<file path="config.mk">
export PLATFORM = sky130hd
export DESIGN_NAME = be_lsu_aligner
export DESIGN_NICKNAME = d
export VERILOG_FILES = /design/src/rtl/be_lsu_pkg.sv /design/src/rtl/be_align_check.sv /design/src/rtl/be_store_lanes.sv /design/src/rtl/be_load_rotator.sv /design/src/rtl/be_lsu_aligner.sv
export SDC_FILE = /design/constraint.sdc
export NUM_CORES = 1
export LEC_CHECK = 0
export ABC_AREA = 1
export BUFFER_PORTS_ARGS = -buffer_cell sky130_fd_sc_hd__buf_4
export CAP_MARGIN = 20
export CELL_PAD_IN_SITES_DETAIL_PLACEMENT = 1
export CELL_PAD_IN_SITES_GLOBAL_PLACEMENT = 2
export CORE_ASPECT_RATIO = 0.9
export CORE_MARGIN = 1.5
export CORE_UTILIZATION = 20
export DETAILED_ROUTE_END_ITERATION = 6
export PLACE_DENSITY = 0.79
export SLEW_MARGIN = 15
export SYNTH_ARGS = -nofsm -noshare
export SYNTH_HDL_FRONTEND = slang
export SYNTH_HIERARCHICAL = 1
export SYNTH_SLANG_ARGS = --single-unit
</file>
<file path="constraint.sdc">
create_clock -name clk -period 1.4 [get_ports clk]
set_clock_uncertainty 0.15 [all_clocks]
set_input_delay 0.14 -clock clk [delete_from_list [all_inputs] [get_ports clk]]
set_output_delay 0.14 -clock clk [all_outputs]
set_load 0.1 [all_outputs]
</file>
<file path="src/rtl/be_lsu_pkg.sv">
// Package: shared operation codes for the big-endian load/store aligner.
// Assumes the two-bit operation code of the top module's port list.
package be_lsu_pkg;

    typedef enum logic [1:0] {
        OP_LD_WORD = 2'b00,
        OP_LD_BYTE = 2'b01,
        OP_ST_WORD = 2'b10,
        OP_ST_BYTE = 2'b11
    } lsu_op_e;

    // Bit 1 of the code separates stores from loads, bit 0 byte from word.
    function automatic logic op_is_store(input lsu_op_e op);
        return op[1];
    endfunction

    function automatic logic op_is_byte(input lsu_op_e op);
        return op[0];
    endfunction

endpackage

</file>
<file path="src/rtl/be_align_check.sv">
// Module: be_align_check
// Raises a fault for a word access whose byte offset is not zero, when
// checking is enabled. Byte accesses are never flagged.
// Assumes offset is the low address bits inside one bus word.
module be_align_check #(
    parameter int OFF_W = 2
) (
    input  logic             chk_en,
    input  logic             access_valid,
    input  logic             access_is_word,
    input  logic [OFF_W-1:0] offset,
    output logic             fault
);

    // Purpose: combine the enable, the access qualifier and the offset test.
    always_comb begin
        fault = chk_en && access_valid && access_is_word && (offset != '0);
    end

endmodule

</file>
<file path="src/rtl/be_store_lanes.sv">
// Module: be_store_lanes
// Builds the store bus word and the per-lane write enables for a
// big-endian bus: lane index LANES-1 carries address offset 0.
// Assumes LANES is a power of two and each lane is 8 bits wide.
module be_store_lanes #(
    parameter int DATA_W = 32,
    parameter int LANES  = DATA_W / 8,
    parameter int OFF_W  = $clog2(LANES)
) (
    input  logic              store_en,
    input  logic              is_byte,
    input  logic              suppress,
    input  logic [OFF_W-1:0]  offset,
    input  logic [DATA_W-1:0] src_data,
    output logic [DATA_W-1:0] bus_data,
    output logic [LANES-1:0]  lane_strb
);

    logic drive_en;

    // Purpose: the bus is driven only for an accepted store.
    always_comb begin
        drive_en = store_en;
    end

    for (genvar g = 0; g < LANES; g++) begin : g_lane
        localparam logic [OFF_W-1:0] LANE_OFF = OFF_W'(LANES - 1 - g);
        logic lane_hit;
        logic [7:0] lane_byte;

        // Purpose: decide whether this lane matches the byte offset.
        always_comb begin
            lane_hit = (offset == LANE_OFF);
        end

        // Purpose: pick the replicated low byte or this lane's own byte.
        always_comb begin
            if (!drive_en) begin
                lane_byte = 8'h00;
            end else if (is_byte) begin
                lane_byte = src_data[7:0];
            end else begin
                lane_byte = src_data[8*g +: 8];
            end
        end

        assign bus_data[8*g +: 8] = lane_byte;
        assign lane_strb[g] = drive_en && !suppress && (!is_byte || lane_hit);
    end

endmodule

</file>
<file path="src/rtl/be_load_rotator.sv">
// Module: be_load_rotator
// Forms the register write-back value from a big-endian bus word: a word
// load rotates right by one lane per byte of offset, and a byte load
// zero-extends the addressed lane.
// Assumes LANES is a power of two so offset arithmetic wraps naturally.
module be_load_rotator #(
    parameter int DATA_W = 32,
    parameter int LANES  = DATA_W / 8,
    parameter int OFF_W  = $clog2(LANES)
) (
    input  logic              is_byte,
    input  logic [OFF_W-1:0]  offset,
    input  logic [DATA_W-1:0] bus_word,
    output logic [DATA_W-1:0] result
);

    logic [7:0]       rd_lane [LANES];
    logic [OFF_W-1:0] byte_src;
    logic [7:0]       picked;

    for (genvar g = 0; g < LANES; g++) begin : g_split
        assign rd_lane[g] = bus_word[8*g +: 8];
    end

    // Purpose: find the lane that holds the addressed byte.
    always_comb begin
        byte_src = OFF_W'(LANES - 1) - offset;
        picked   = rd_lane[byte_src];
    end

    for (genvar g = 0; g < LANES; g++) begin : g_out
        logic [OFF_W-1:0] rot_src;
        logic [7:0]       out_byte;

        // Purpose: lane g of a rotated word comes from lane g+offset.
        always_comb begin
            rot_src = OFF_W'(g) + offset;
            if (is_byte) begin
                out_byte = (g == 0) ? picked : 8'h00;
            end else begin
                out_byte = rd_lane[rot_src];
            end
        end

        assign result[8*g +: 8] = out_byte;
    end

endmodule

</file>
<file path="src/rtl/be_lsu_aligner.sv">
// Module: be_lsu_aligner (top)
// Aligns data between a register file and a big-endian 32-bit bus: the
// store path is combinational, the load result is registered one cycle
// after rd_valid. Optional fault on misaligned word accesses.
// Assumes req_op/req_addr describe the load in the cycle rd_valid is high.
module be_lsu_aligner #(
    parameter int DATA_W = 32,
    parameter int ADDR_W = 32
) (
    input  logic              clk,
    input  logic              rst_n,
    input  logic              cfg_align_fault_en,
    input  logic              req_valid,
    input  logic [1:0]        req_op,
    input  logic [ADDR_W-1:0] req_addr,
    input  logic [DATA_W-1:0] req_wdata,
    output logic [DATA_W-1:0] bus_wdata,
    output logic [DATA_W/8-1:0] bus_wstrb,
    output logic              align_fault,
    input  logic              rd_valid,
    input  logic [DATA_W-1:0] rd_data,
    output logic              res_valid,
    output logic [DATA_W-1:0] res_data
);

    import be_lsu_pkg::*;

    localparam int LANES = DATA_W / 8;
    localparam int OFF_W = $clog2(LANES);

    lsu_op_e          op;
    logic [OFF_W-1:0] offset;
    logic             is_store;
    logic             is_byte;
    logic             store_en;
    logic             unused_addr;
    logic [DATA_W-1:0] load_value;

    // Purpose: decode the operation code and the lane offset.
    always_comb begin
        op          = lsu_op_e'(req_op);
        offset      = req_addr[OFF_W-1:0];
        is_store    = op_is_store(op);
        is_byte     = op_is_byte(op);
        store_en    = req_valid && is_store;
        unused_addr = ^req_addr[ADDR_W-1:OFF_W];
    end

    be_align_check #(
        .OFF_W(OFF_W)
    ) u_align (
        .chk_en         (cfg_align_fault_en),
        .access_valid   (req_valid),
        .access_is_word (!is_byte),
        .offset         (offset),
        .fault          (align_fault)
    );

    be_store_lanes #(
        .DATA_W(DATA_W),
        .LANES (LANES),
        .OFF_W (OFF_W)
    ) u_store (
        .store_en  (store_en),
        .is_byte   (is_byte),
        .suppress  (align_fault),
        .offset    (offset),
        .src_data  (req_wdata),
        .bus_data  (bus_wdata),
        .lane_strb (bus_wstrb)
    );

    be_load_rotator #(
        .DATA_W(DATA_W),
        .LANES (LANES),
        .OFF_W (OFF_W)
    ) u_load (
        .is_byte  (is_byte),
        .offset   (offset),
        .bus_word (rd_data),
        .result   (load_value)
    );

    // Purpose: register the load result and its valid pulse.
    always_ff @(posedge clk) begin
        if (!rst_n) begin
            res_valid <= 1'b0;
            res_data  <= '0;
        end else begin
            res_valid <= rd_valid;
            if (rd_valid) begin
                res_data <= load_value;
            end
        end
    end

endmodule

</file>
# After elaboration in Yosys (flattened, before gate mapping)
# Cells that the tools add are included.
[word_totals]
output_inout_bits = 70
reg_bits = 33
input_bits = 103
[op_classes]
n_bitwise = 5
n_addsub = 4
mux = 26
reduce_logical = 17
n_eq_ne = 3
order_cmp = 5
[ops]
columns = ["cell", "n"]
rows = [
  ["8-bit 2-to-1 mux", 21],
  ["8-bit binary-select mux with 2-bit select", 5],
  ["3-bit >= comparator (second input constant)", 5],
  ["2-bit NOT with 3-bit output", 5],
  ["1-bit logical AND", 9],
  ["2-bit adder (first input constant)", 2],
  ["2-bit equality test (second input constant)", 2],
  ["1-bit logical OR", 4],
  ["1-bit by 2-bit adder with 2-bit output (first input constant)", 1],
  ["2-bit by 1-bit equality test with 1-bit output (second input constant)", 1],
  ["1-bit logical NOT", 2],
  ["2-bit logical NOT", 1],
  ["2-bit nonzero test", 1],
  ["2-bit subtractor (first input constant)", 1],
]

# Depth between registers and ports, before layout
[logic_depth]
depth_word = 6
ltp_mapped = 12

# By module
# The synthesis kept the hierarchy.
[by_module_without_submodules]
columns = ["mod", "instances", "cells_per_inst", "area_per_inst_um2", "seq_area_each_um2"]
rows = [
  ["be_load_rotator", 1, 332, 1385.1, 0.0],
  ["be_lsu_aligner", 1, 209, 1357.6, 660.6],
  ["be_store_lanes", 1, 93, 426.7, 0.0],
  ["be_align_check", 1, 3, 12.5, 0.0],
]

# Least setup slack after synthesis
# No wires, ideal clock.
[synth_path]
path_kind = "input -> output"
from = "input port req_addr[1]"
to = "output port bus_wstrb[0]"
slack_ps = -1192
t_arrival_ps = 2302
required_ps = 1110
stages = 5
path_cell_list = "nor2_1 nor2_1 inv_1 nand2_1 a21oi_1"
[synth_between]
elab_chain_cells = 5
[synth_rtl]
columns = ["element", "line_no", "source"]
rows = [
  ["from (decl)", "be_lsu_aligner.sv:15", "input logic [ADDR_W-1:0] req_addr,"],
  ["2-bit nonzero test", "be_align_check.sv:17", "fault = chk_en && access_valid && access_is_word && (offset != '0);"],
  ["1-bit logical AND", "be_align_check.sv:17", ""],
  ["named net align_fault", "be_lsu_aligner.sv:19", "output logic align_fault,"],
  ["1-bit logical NOT", "be_store_lanes.sv:48", "assign lane_strb[g] = drive_en && !suppress && (!is_byte || lane_hit);"],
  ["1-bit logical AND (2 in a row)", "be_store_lanes.sv:48", ""],
  ["to (decl)", "be_lsu_aligner.sv:18", "output logic [DATA_W/8-1:0] bus_wstrb,"],
]
# The timed path passes the listed nets, and every way through them passes these cells.

# Worst setup path in the final report
[layout_path]
from = "input port req_op[0]"
to = "output port bus_wdata[21]"
[layout_between]
elab_chain_cells = 2
[layout_rtl]
columns = ["element", "line_no", "source"]
rows = [
  ["from (decl)", "be_lsu_aligner.sv:14", "input logic [1:0] req_op,"],
  ["8-bit 2-to-1 mux", "be_store_lanes.sv:40", "end else if (is_byte) begin"],
  ["8-bit 2-to-1 mux", "be_store_lanes.sv:38", "if (!drive_en) begin"],
  ["to (decl)", "be_lsu_aligner.sv:17", "output logic [DATA_W-1:0] bus_wdata,"],
]
# Every way passes these cells.

==> summary.txt <==
Outcome
  • Status: finished clean

CTS
  • Root Driver: clkbuf_16
  • Worst-Skew Late Latency: 270 ps
  • Clock slew at reported path FFs: 50 ps
  • CTS tree: done
  • Cts hold-fix bufs: 0
  • CTS Buf Count: 5
  • CTS Buffer Depth: 2
  • Post-CTS setup buffers: 0
  • Clock sink count: 33
  • H-Tree Level Count: 2

Yosys
  • Seq/Total Area, Yosys: 20.8%
  • Seq cells post-synth: 33
  • Count leader, synth: nand2_1
  • Distinct cells, synth: 12
  • YS warnings: 6
  • Ranking of synthesized cells by area: nand2_1 33%, dfxtp_1 21%, nor2_1 12%
  • Post-synth EDFFs: 0
  • Async S/R FF share, synth: 0%
  • Area leader, netlist: nand2_1
  • Synth Area in Simple Gates: 54.1%
  • Synth top area share: 33.0%
  • Synth Area in Adders: 0%
  • Top cells by count, synth: 280 x nand2_1, 101 x nor2_1, 79 x inv_1
  • Synthesized cell area: 0.00318 mm2
  • Ys flop type: dfxtp_1
  • Largest family of logic cells by synthesized area: simple AND/OR/NAND/NOR gates
  • Mapped Nets: 740
  • Post-synthesis xor/xnor area fraction: 0%
  • Synthesized netlist cell count: 637
  • Mean post-synth cell area: 4.99 um2
  • Compound-gate portion of the synthesized area: 6.76%
  • Mux contribution to synthesized area: 0%

Placement
  • Post-DP HPWL: 10.0 mm
  • DP Worst Slack: -81.9 ps
  • Dpl cells: 965
  • Port Buffer Count: 142
  • GPL Wtd Cong: 0.785

Critical path
  • Critical path's largest stage delay: 240 ps
  • Worst path most repeated cell: buf_4
  • Critical-path cell list: buf_4 -> buf_4 -> nand2_1 -> a21oi_4 -> buf_6
  • Critical Path Fanout Max: 6
  • CP delay by family, top: buffers and inverters
  • Startpoint types: input port
  • Crit path kind: input port to primary output
  • Worst EP required: 1110 ps
  • Critical Path Sink Type: primary output
  • Buf+Inv Stages, Crit Path: 3
  • Worst Path Arrival: 1070 ps
  • Slowest CP cell: buf_6

Timing
  • Min Clock Period, post-route: 1360 ps
  • Slew HR: 78.0%
  • Hold Violations, Final: 0
  • RSZ-0062 raised after global routing: false
  • Fin Setup TNS: 0 ps
  • Pins over their slew limit: 0
  • Final setup vio count: 0
  • Achievable Freq: 736 MHz
  • Setup WS post-layout: 40.4 ps
  • Tightest Pin Transition: 330 ps
  • Final period utilization: 97.1%

Cells and area
  • ANT cells: 0
  • Synthesis-to-layout area growth: 60.8%
  • Post-route insts no fill: 972
  • Share of cells above drive strength 1: 27.7%
  • Final net count: 873

Pwr
  • Leak: 2.81 nW
  • Pwr Total: 4.29 mW
  • VDD IR max: 0.000502 V
  • Cell Pwr Density: 838 mW/mm2

Detailed routing
  • DRT iter0 DRCs: 138
  • # DRC: 0
  • WL final: 12.7 mm
  • Vias: 4210
  • Post-DRT Antenna Nets: 0
  • Drt pass-1 iters: 6
  • Avg WL per Cell: 13.1 um
  • Via density per instance: 4.33

Global routing
  • Gr ovfl total: 0
  • Initial antenna violation count: 0
  • First-pass GRT wire length: 20.7 mm
  • All-Layer GR Usage: 15.4%
  • Largest net degree at the start of global routing: 49
  • Vias in the first global route: 4335

Run
  • Max Cap Violations: 0

Floorplanning
  • Core area: 0.0155 mm2
  • Ports: 173
  • Die W: 136 um
  • Die Y: 123 um
  • Row cnt: 43
  • Starting density of the core: 20.5%
  • Die area: 0.0167 mm2

Hold path
  • HP Class: input port to flop
## through the flow
stage	instance area, um2	hold slack (ps)	utilization [%]
CTS	5080	53.6	32.8
global route	5120	96.6	33.0
detailed placement	4830	319	31.2
finish	5120	60.8	33.0
floorplan	3500	247	-
global placement	4830	315	31.2
## per-layer routing
layer	global-route usage [%]	routed length, um	vias to the layer above	share of wire, %
li1	-	-	2171	-
met1	18.6	5580	1974	44
met2	29.5	6710	56	53
met3	2.31	341	9	2.7
met4	1.73	76	0	0.60
met5	0	0	-	0
## worst reg2reg max path: cells and delay by family (launching register included)
kind,cells,cell delay [ps]
simple gates,2,170
flops,1,310
## path summary, 6_finish.rpt
path	start	endpoint	slack (ps)	depth (start not counted)
max reg2reg	res_data[0]	res_data[0]	660	2
min reg2reg	res_data[11]	res_data[11]	320	2
max	req_op[0]	bus_wdata[21]	40	5
min	rd_valid	res_valid	60	3
## sequential cells by signal (all words and copies together) (netlist names)
signal	flops
res_valid	1
res_data	32
## cells in the final DEF (no fill, tap or decap), drive strengths merged
cell / count
nand3: 57
dfxtp: 33
a21oi: 43
nand2: 281
clkbuf: 7
nor2: 101
inv: 83
buf: 165
## cell families after synthesis
logic type	after synthesis
and+or+nand+nor	439
buffers and inverters	122
AOI/OAI and AO/OA	43
DFF	33
## where the power goes
group,switching (mW),internal (mW)
Combinational,1.53,0.632
Clock,0.379,0.697
Sequential,0.0373,1.01
Total,1.95,2.34
## final cells by class
| type | instances | area, um2 |
|---|---|---|
| tap | 202 | 253 |
| fill | 2043 | 10400 |
| timing repair buffer | 165 | 1500 |
| clock buffer | 7 | 143 |
| inverter | 83 | 314 |
| sequential | 33 | 661 |
| multi-input combinational | 482 | 2250 |
## repair_timing
item                       4_1_cts  5_1_grt
setup endpoints to repair       28       27
gates cloned                     0        0
resized for setup               28       11
No activity file was read; power rests on OpenSTA's default activity.
